[config.mk]
export PLATFORM = sky130hd
export DESIGN_NAME = intline_irq_ctrl
export DESIGN_NICKNAME = d
export VERILOG_FILES = /design/src/rtl/intc_pkg.sv /design/src/rtl/intc_edge_det.sv /design/src/rtl/intc_arm_unit.sv /design/src/rtl/intc_pend_unit.sv /design/src/rtl/intline_irq_ctrl.sv
export SDC_FILE = /design/constraint.sdc
export NUM_CORES = 1
export LEC_CHECK = 0
export CORE_AREA = 3 3 40 42
export CTS_CLUSTER_DIAMETER = 60
export DETAILED_ROUTE_END_ITERATION = 10
export DIE_AREA = 0 0 43 45
export SETUP_SLACK_MARGIN = 0.4
export SKIP_CTS_REPAIR_TIMING = 1
export SYNTH_ARGS = -nofsm -noshare
export SYNTH_HDL_FRONTEND = slang
export SYNTH_SLANG_ARGS = --single-unit
[constraint.sdc]
create_clock -name clk -period 1.6 [get_ports clk]
set_clock_uncertainty 0.2 [all_clocks]
set_input_delay 0.32 -clock clk [delete_from_list [all_inputs] [get_ports clk]]
set_output_delay 0.32 -clock clk [all_outputs]
set_load 0.01 [all_outputs]
[src/rtl/intc_pkg.sv]
package intc_pkg;

    typedef struct packed {
        logic masked;
        logic pend;
        logic mp;
    } pend_st_t;

    typedef struct packed {
        logic armed;
    } arm_st_t;

endpackage

[src/rtl/intc_edge_det.sv]
module intc_edge_det #(
    parameter int WIDTH   = 1,
    parameter bit FALLING = 1'b0
) (
    input  logic             clk,
    input  logic             rst_n,
    input  logic [WIDTH-1:0] lvl_i,
    output logic [WIDTH-1:0] ev_o
);
    // Idle level of each line; the reset value of the history register.
    localparam logic [WIDTH-1:0] IDLE_LVL = {WIDTH{FALLING}};

    logic [WIDTH-1:0] prev_d, prev_q;

    always_comb begin
        prev_d = lvl_i;
    end

    always_ff @(posedge clk) begin
        if (!rst_n) prev_q <= IDLE_LVL;
        else        prev_q <= prev_d;
    end

    generate
        if (FALLING) begin : g_fall
            assign ev_o = prev_q & ~lvl_i;
        end else begin : g_rise
            assign ev_o = ~prev_q & lvl_i;
        end
    endgenerate

endmodule

[src/rtl/intc_arm_unit.sv]
module intc_arm_unit #(
    parameter int SRC_W = 9
) (
    input  logic             clk,
    input  logic             rst_n,
    input  logic [SRC_W-1:0] src_i,
    input  logic             mask_eff_i,
    input  logic             rearm_i,
    output logic             fire_o
);
    import intc_pkg::*;

    arm_st_t st_d, st_q;
    logic    any_high;
    logic    arm_eff;

    always_comb begin
        any_high = |src_i;
        arm_eff  = st_q.armed | rearm_i;
        fire_o   = arm_eff & any_high & ~mask_eff_i;
        st_d     = st_q;
        if (fire_o)         st_d.armed = 1'b0;
        else if (!any_high) st_d.armed = 1'b1;
        else if (rearm_i)   st_d.armed = 1'b1;
    end

    always_ff @(posedge clk) begin
        if (!rst_n) st_q <= '{armed: 1'b1};
        else        st_q <= st_d;
    end

    AST_NO_FIRE_DISARMED: assert property (@(posedge clk) disable iff (!rst_n)
        (!st_q.armed && !rearm_i) |-> !fire_o);
    AST_FIRE_DISARMS: assert property (@(posedge clk) disable iff (!rst_n)
        fire_o |=> !st_q.armed);
    AST_LOW_REARMS: assert property (@(posedge clk) disable iff (!rst_n)
        (src_i == '0) |=> st_q.armed);

endmodule

[src/rtl/intc_pend_unit.sv]
module intc_pend_unit (
    input  logic clk,
    input  logic rst_n,
    input  logic on_i,
    input  logic off_i,
    input  logic ack_i,
    input  logic mfire_i,
    input  logic hp_ev_i,
    input  logic mod_ev_i,
    input  logic aux_ev_i,
    output logic mask_eff_o,
    output logic irq_o,
    output logic mp_o
);
    import intc_pkg::*;

    pend_st_t st_d, st_q;
    logic     nmi_ev;
    logic     any_ev;

    always_comb begin
        nmi_ev     = mod_ev_i | aux_ev_i;
        any_ev     = nmi_ev | hp_ev_i | mfire_i;
        // Off wins over on; both are applied in their own cycle.
        mask_eff_o = off_i | (st_q.masked & ~on_i);
        st_d        = st_q;
        st_d.masked = mask_eff_o | nmi_ev;
        st_d.pend   = (st_q.pend & ~ack_i) | any_ev;
        st_d.mp     = st_q.mp | mod_ev_i;
    end

    always_ff @(posedge clk) begin
        if (!rst_n) st_q <= '{masked: 1'b0, pend: 1'b0, mp: 1'b0};
        else        st_q <= st_d;
    end

    assign irq_o = st_q.pend;
    assign mp_o  = st_q.mp;

    AST_ACK_DROPS: assert property (@(posedge clk) disable iff (!rst_n)
        (irq_o && ack_i && !any_ev) |=> !irq_o);
    AST_REQ_HOLDS: assert property (@(posedge clk) disable iff (!rst_n)
        (irq_o && !ack_i) |=> irq_o);
    AST_MP_STICKY: assert property (@(posedge clk) disable iff (!rst_n)
        mp_o |=> mp_o);
    AST_NMI_MASKS: assert property (@(posedge clk) disable iff (!rst_n)
        nmi_ev |=> st_q.masked);
    AST_OFF_MASKS: assert property (@(posedge clk) disable iff (!rst_n)
        off_i |=> st_q.masked);
    AST_MASKED_SILENT: assert property (@(posedge clk) disable iff (!rst_n)
        (st_q.masked && !on_i) |-> !mfire_i);

endmodule

[src/rtl/intline_irq_ctrl.sv]
module intline_irq_ctrl #(
    parameter int NUM_LINES = 8
) (
    input  logic                 clk,
    input  logic                 rst_n,
    input  logic                 mask_on_i,
    input  logic                 mask_off_i,
    input  logic                 rearm_i,
    input  logic                 irq_ack_i,
    input  logic                 kbd_down_i,
    input  logic [NUM_LINES-1:0] in_lines_i,
    input  logic                 hp_line_i,
    input  logic                 nmi_mod_n_i,
    input  logic                 nmi_aux_n_i,
    output logic                 irq_o,
    output logic                 mod_pulled_o
);
    localparam int SRC_W = NUM_LINES + 1;

    logic [SRC_W-1:0] msk_src;
    logic             mask_eff;
    logic             mfire;
    logic             hp_ev;
    logic [1:0]       nmi_ev;

    assign msk_src = {kbd_down_i, in_lines_i};

    intc_edge_det #(.WIDTH(1), .FALLING(1'b0)) u_hp_edge (
        .clk   (clk),
        .rst_n (rst_n),
        .lvl_i (hp_line_i),
        .ev_o  (hp_ev)
    );

    intc_edge_det #(.WIDTH(2), .FALLING(1'b1)) u_nmi_edge (
        .clk   (clk),
        .rst_n (rst_n),
        .lvl_i ({nmi_aux_n_i, nmi_mod_n_i}),
        .ev_o  (nmi_ev)
    );

    intc_arm_unit #(.SRC_W(SRC_W)) u_arm (
        .clk        (clk),
        .rst_n      (rst_n),
        .src_i      (msk_src),
        .mask_eff_i (mask_eff),
        .rearm_i    (rearm_i),
        .fire_o     (mfire)
    );

    intc_pend_unit u_pend (
        .clk        (clk),
        .rst_n      (rst_n),
        .on_i       (mask_on_i),
        .off_i      (mask_off_i),
        .ack_i      (irq_ack_i),
        .mfire_i    (mfire),
        .hp_ev_i    (hp_ev),
        .mod_ev_i   (nmi_ev[0]),
        .aux_ev_i   (nmi_ev[1]),
        .mask_eff_o (mask_eff),
        .irq_o      (irq_o),
        .mp_o       (mod_pulled_o)
    );

    AST_HP_ALWAYS: assert property (@(posedge clk) disable iff (!rst_n)
        $rose(hp_line_i) |=> irq_o);
    AST_MOD_FLAG: assert property (@(posedge clk) disable iff (!rst_n)
        $fell(nmi_mod_n_i) |=> (irq_o && mod_pulled_o));

endmodule

### Word level (Yosys, flattened, before mapping)

Index checks and enable logic that the tools add are counted.

* flip-flop bits (word level): 7
* bits of input ports: 18
* output and inout bits: 2
* word-level logic and storage cells: 30

* equal/unequal tests: 1
* mux-type cells: 3
* bitwise operators: 19
* reduce and logical (&&, ||, !) cells: 1

Operator list (number)
* $reduce_or 9->1: 1
* $or 1x1->1: 8
* $and 1x1->1: 5
* $not 1->1: 4
* $mux 1: 3
* $ne 3x2->1 const B: 1
* $and 2x2->2: 1
* $not 2->2: 1

### Longest topological paths before layout

Gate-level depths: netlist of the first run.

* word-level depth: 7
* gate-level depth with buffers: 3
* gate-level depth less buffers: 3

### Cells and area by module

Synthesis of the first run repeated with hierarchy kept, for this count alone.

* cells, all modules: 28
* area total of the unflattened synthesis: 285.3 µm²

By module, submodules not included
* intc_pend_unit: instances 1, cells an instance 10, area an instance 111.4 µm², sequential area each 60.1 µm²
* intc_arm_unit: instances 1, cells an instance 9, area an instance 68.8 µm², sequential area each 20.0 µm²
* intc_edge_det (u_nmi_edge): instances 1, cells an instance 6, area an instance 65.1 µm², sequential area each 40.0 µm²
* intc_edge_det (u_hp_edge): instances 1, cells an instance 3, area an instance 40.0 µm², sequential area each 20.0 µm²

### Least setup slack after synthesis of the first run

Ideal clock, no wire load.

* path type: input to register
* start: in hp_line_i
* end: reg u_pend.st_q (netlist bit u_pend.irq_o)
* library setup time: 0.117 ns
* arrival: 0.966 ns
* data required time: 1.283 ns
* setup slack: 0.317 ns
* stages on the path: 3
* buffers on the path: 0
* path through: and2b_1 -> a2111o_1 -> a32o_1

* cells in the longest elaborated chain, start to end: 4

Ends and longest elaborated chain
* from (decl): line intline_irq_ctrl.sv:12 `input logic hp_line_i,`
* $and 1x1->1: line intc_edge_det.sv:28 `assign ev_o = ~prev_q & lvl_i;`
* $or 1x1->1 (2 in series): line intc_pend_unit.sv:23 `any_ev = nmi_ev | hp_ev_i | mfire_i;`
* $or 1x1->1: line intc_pend_unit.sv:28 `st_d.pend = (st_q.pend & ~ack_i) | any_ev;`
* to (signal assigned): line intc_pend_unit.sv:33 `if (!rst_n) st_q <= '{masked: 1'b0, pend: 1'b0, mp: 1'b0};`
* to (signal assigned): line intc_pend_unit.sv:34 `else st_q <= st_d;`
* to (decl): line intc_pend_unit.sv:17 `pend_st_t st_d, st_q;`

No other way between the ends.
A chain may end at the register's enable or synchronous reset.

### Final worst setup path of the first run

* start: reg u_hp_edge.prev_q
* end: reg u_pend.st_q (netlist bit u_pend.irq_o)

* cells in the longest elaborated chain, start to end: 5

Ends and longest elaborated chain
* from (decl): line intc_edge_det.sv:13 `logic [WIDTH-1:0] prev_d, prev_q;`
* from (signal assigned): line intc_edge_det.sv:21 `else prev_q <= prev_d;`
* $not 1->1: line intc_edge_det.sv:28
* $and 1x1->1: line intc_edge_det.sv:28
* $or 1x1->1 (2 in series): line intc_pend_unit.sv:23
* $or 1x1->1: line intc_pend_unit.sv:28

No other way between the ends.

==> reports/results.ini, run 1 <==
[critical_path]
r2r_start = u_hp_edge.prev_q
path_cells = and2b_1 -> a2111o_1 -> a32o_1
crit_start = u_hp_edge.prev_q
worstSetupPathDepth = 3
end_kind = flop
path_class = reg2reg
crit_family = compound AO/OA/AOI/OAI gates
reg2regPathDepth = 3
crit_end = u_pend.irq_o
ff2ff_setup_slack_ps = 300
cp_data_arrival_time_ps = 1240
path_buf_inv = 0
reg2reg_to = u_pend.irq_o
worstPathRequired_ps = 1540
critPathMaxFanout = 1
cpMaxStageDelayCell = a2111o_1
critical-path-max-stage-delay_ps = 330
cp-start-kind = flop

[layout]
seqCellArea_um2 = 141
utilization_pct = 45.0
antenna_cells = 0
final_design_area_no_fill_um2 = 578
drive_above_1_share_pct = 22.6
multiInputGateArea_um2 = 150
fill_cells = 126
nets = 72
syn2layout_area_growth_pct = 110

[outcome]
status = completed

[floorplan]
rows = 13
io_pins = 20
core_area_um2 = 1280
die_area_um2 = 1940
dieWidth_um = 43
die_y_um = 45
initial_core_util_pct = 21.4

[clock_network]
insertion_delay_ps = 240
cts_root_buf = clkbuf_4
cts_buffers = 3
clk_pin_slew_worst_paths_ps = 50
cts_max_level = 1
clock-sinks = 7
cts_tree = built
clock_path_buffers = 2

[place]
gp_congestion = 0.670
portBuffers = 19
postPlaceCellArea_um2 = 500
place_ws_ps = -192

[route]
dr.first_iter.drc_count = 2
first_pass_iters = 2
wl_um = 693
vias_per_cell = 4.10
routedWlPerCell_um = 10.2
drc = 0
route.vias.total = 279
ant_nets = 0

[global_routing]
overflow = 0
grt_pass1_wl_um = 1160
grt_antenna_before_repair = 0
grt_use_total_pct = 8.19
grt_max_degree = 8
grt_pass1_vias = 277

[synthesis]
syn-cell-area_um2 = 275
synth-edff-count = 0
netlist_top_cells_area = dfxtp_1, nor2b_4, nor2b_1
synth_area_leader_cell = dfxtp_1
yosysUniqueCellTypes = 18
synth_cells = 28
yosysTopAreaCellShare_pct = 50.9
ys.flop_type = dfxtp_1
async_flop_share_pct = 0
ys_ff_latch = 7
ys_seq_area_share_pct = 50.9
syn_nets = 46
synth.cells.most_frequent = dfxtp_1, a21oi_1, inv_1, nor2_1, nor2b_1
yosysWarnings = 0
synth_most_common_cell = dfxtp_1
synth.avg_cell_area_um2 = 9.83

[worst_hold_path]
worstHoldStart = nmi_aux_n_i
hold_path_class = in2reg
min_path_cells = 3

[sta]
maxSlewViolCount = 0
tightest_slew_ps = 190
fin_ws_ps = 296
finalSetupTns_ps = 0
timing.fmax_ghz = 0.767
rsz0062_at_grt = yes
hold_viol_final = 0
min_period_ps = 1300
slew-limit-headroom_pct = 87.3
setup_viol = 0
final_min_period_over_clock_period_pct = 81.5

[flow_run]
maxCapViolCount = 0

[power]
power.leakage_nw = 0.323
power.density_nw_per_um2 = 756
vdd_drop_max_uv = 290

## registers in the layout (all words and copies together) (netlist names)
signal             cells
u_pend.irq_o           1
u_hp_edge.prev_q       1
u_pend.mp_o            1
u_arm.st_q             1
u_pend.st_q            1
u_nmi_edge.prev_q      2
## stage by stage
step / hold WS, ps / total power [mW] / std cells
finish: 91.8 / 0.437 / 68
global route: 108 / 0.464 / 68
CTS: 282 / 0.443 / 68
detailed placement: 259 / 0.281 / 64
global placement: 250 / 0.280 / 64
floorplan: 189 / 0.220 / 28
## power by group
part | internal, mW | switching [mW] | total (mW)
sequential | 0.187 | 0.00572 | 0.193
combinational | 0.0597 | 0.0261 | 0.0859
clock | 0.0950 | 0.0628 | 0.158
total | 0.342 | 0.0947 | 0.437
## layer usage
layer | global-route usage (%) | routed length, µm
met1 | 9.76 | 284
met5 | 0 | 0
met4 | 3.61 | 0
met2 | 12.6 | 361
met3 | 3.98 | 47
## worst min path at each step
stage	end	slack, ps
floorplan	u_nmi_edge.prev_q[1]	190
global placement	u_pend.mp_o	250
detailed placement	u_pend.mp_o	260
CTS	u_pend.mp_o	280
global route	u_nmi_edge.prev_q[1]	110
finish	u_nmi_edge.prev_q[1]	90
## cell type report
| type | instances | share of cell area, % |
|---|---|---|
| clock buffers | 4 | 4.55 |
| inverters | 2 | 1.30 |
| multi-input cells | 19 | 26.0 |
| flip-flops and latches | 7 | 24.5 |
| well taps | 15 | 3.25 |
| repair buffers | 21 | 40.5 |
## cells in the final DEF, fill, tap and decap left out
cell type         n
clkbuf_1          1
inv_1             1
nor4_2            1
dfxtp_2           1
nor2b_4           1
nand2b_1          1
a32o_1            1
clkbuf_4          3
and2_1            1
nand2_1           1
nor2_1            2
dfxtp_1           6
a21oi_1           1
buf_6             1
nand3_1           1
clkdlybuf4s50_1   7
nor3_2            1
dlymetal6s2s_1   11
and2b_1           1
o211ai_1          1
a21boi_0          1
o21a_1            1
buf_4             2
nor2b_1           2
a2111o_1          1
inv_2             1
a21oi_4           1
## worst min-delay path, stage by stage
cell            delay, ps
dlymetal6s2s_1        100
inv_2                  40
nand2_1                40
## cells by family after synthesis
family / share of synthesized area, %
and+or+nand+nor: 26.8
AOI/OAI and AO/OA: 19.5
buffers and inverters: 2.73
DFF: 50.9
No activity file was read; power rests on OpenSTA's default activity.
==> run 2: changes to the inputs <==
Clock period 1.6 ns to 1.2 ns, I/O delays scaled along.
==> run 2 against run 1 <==
- the run now ends with setup timing left
- setup slack worse by 400 ps
- register-to-register slack worse by 400 ps
- non-clock buffer count stayed put
- die area stayed put
- cell count stayed put
- sequential share of layout area is 0.31 points lower
- sequential power is 34% higher
- count of clock-buffer cells in the layout stayed put
- total power is 34% higher
- largest cell class unchanged
- largest power group unchanged
==> reports/results.ini, run 2 (same netlist as run 1, synthesis figures left out) <==
[layout]
largest_reg_flops = 2
antenna_cells = 0
fill_cells = 126
syn2layout_area_growth_pct = 115
utilization_pct = 46.0
layout_commonest_cell = dlymetal6s2s_1
final_cell_mix = dlymetal6s2s_1, dfxtp_1, clkbuf_4
drive_above_1_share_pct = 34.0
nets = 72
top_register = u_nmi_edge.prev_q
final_design_area_no_fill_um2 = 591

[clock_network]
cts_buffers = 3
clock-sinks = 7
clock_path_buffers = 2
cts_tree = built
cts_max_level = 1
insertion_delay_ps = 250
cts_root_buf = clkbuf_4
clk_pin_slew_worst_paths_ps = 50

[critical_path]
path_class = reg2reg
worstPathRequired_ps = 1140
ff2ff_setup_slack_ps = -100
worstSetupPathDepth = 3
critPathMaxFanout = 1
path_buf_inv = 0
cp-start-kind = flop
r2r_start = u_hp_edge.prev_q
crit_start = u_hp_edge.prev_q
cpMaxStageDelayCell = a2111o_1
reg2reg_to = u_pend.irq_o
crit_end = u_pend.irq_o
end_kind = flop
critical-path-max-stage-delay_ps = 330
cp_data_arrival_time_ps = 1240
path_cells = and2b_1 -> a2111o_1 -> a32o_1
crit_family = compound AO/OA/AOI/OAI gates
reg2regPathDepth = 3

[sta]
slew-limit-headroom_pct = 87.1
hold_viol_final = 0
finalSetupTns_ps = -100
min_period_ps = 1300
final_min_period_over_clock_period_pct = 108
fin_ws_ps = -100
tightest_slew_ps = 191
setup_viol = 1
timing.fmax_ghz = 0.769
hold_ws_ps = 12.8
rsz0062_at_grt = yes
maxSlewViolCount = 0

[global_routing]
grt_pass1_wl_um = 1150
grt_pass1_vias = 261
grt_antenna_before_repair = 0
grt_max_degree = 8
grt_use_total_pct = 8.86
overflow = 0

[route]
dr.first_iter.drc_count = 0
wl_um = 779
drc = 0
routedWlPerCell_um = 11.5
vias_per_cell = 4.26
first_pass_iters = 1
route.vias.total = 290
ant_nets = 0

[floorplan]
io_pins = 20
die_y_um = 45
core_area_um2 = 1280
dieWidth_um = 43
rows = 13
die_area_um2 = 1940
initial_core_util_pct = 21.4

[place]
portBuffers = 19
postPlaceCellArea_um2 = 505
gp_congestion = 0.664

[power]
power.leakage_nw = 0.350
power.density_nw_per_um2 = 995
finalPower_mw = 0.588
vdd_drop_max_uv = 362

[worst_hold_path]
hold_path_class = in2reg
min_path_cells = 3

[flow_run]
maxCapViolCount = 0

[outcome]
status = finished, violations left
violations = setup timing

==> run 2: changes by cell type in the layout (fill, tap and decap cells not counted), sizes merged <==
cell	delta
dlymetal6s2s	+3
clkdlybuf4s50	-6
buf	+1
clkbuf	+2
==> run 2: worst min path at each step <==
stage / start / endpoint / slack, ps
floorplan: rst_n / u_nmi_edge.prev_q[1] / 110
global placement: u_pend.mp_o / u_pend.mp_o / 250
detailed placement: u_pend.mp_o / u_pend.mp_o / 260
CTS: u_pend.mp_o / u_pend.mp_o / 280
global route: nmi_aux_n_i / u_nmi_edge.prev_q[1] / 30
finish: nmi_aux_n_i / u_nmi_edge.prev_q[1] / 10
==> run 2: metal layers <==
layer / vias to the layer above / wire (µm) / global-route usage, %
li1: 150 / - / -
met5: - / 0 / 0
met3: 2 / 43 / 5.98
met4: 0 / 14 / 5.42
met1: 131 / 299 / 8.54
met2: 7 / 421 / 14.1
==> run 2: power by group <==
part,internal [mW],leakage [nW],total [mW],switching [mW]
combinational,0.0749,0.276,0.115,0.0400
clock,0.127,0.0150,0.214,0.0868
sequential,0.251,0.0589,0.259,0.00837
total,0.452,0.350,0.588,0.135
==> run 2: through the flow <==
stage | setup slack, ps | std cells
global placement | -484 | 64
global route | -138 | 68
finish | -100 | 68
detailed placement | -495 | 64
CTS | -369 | 68
floorplan | -69.1 | 28
==> run 2: area by class of cell <==
cell class / instances / area, µm² / share of cell area [%]
multi-input combinational: 19 / 165 / 28.0
tap: 15 / 18.8 / 3.18
sequential: 7 / 143 / 24.2
clock buffer: 4 / 26.3 / 4.45
inverter: 2 / 7.51 / 1.27
timing repair buffer: 21 / 230 / 39.0
==> run 2: worst min-delay path: stages <==
cell            delay, ps
dlymetal6s2s_1        100
inv_2                  50
nand2_1                50
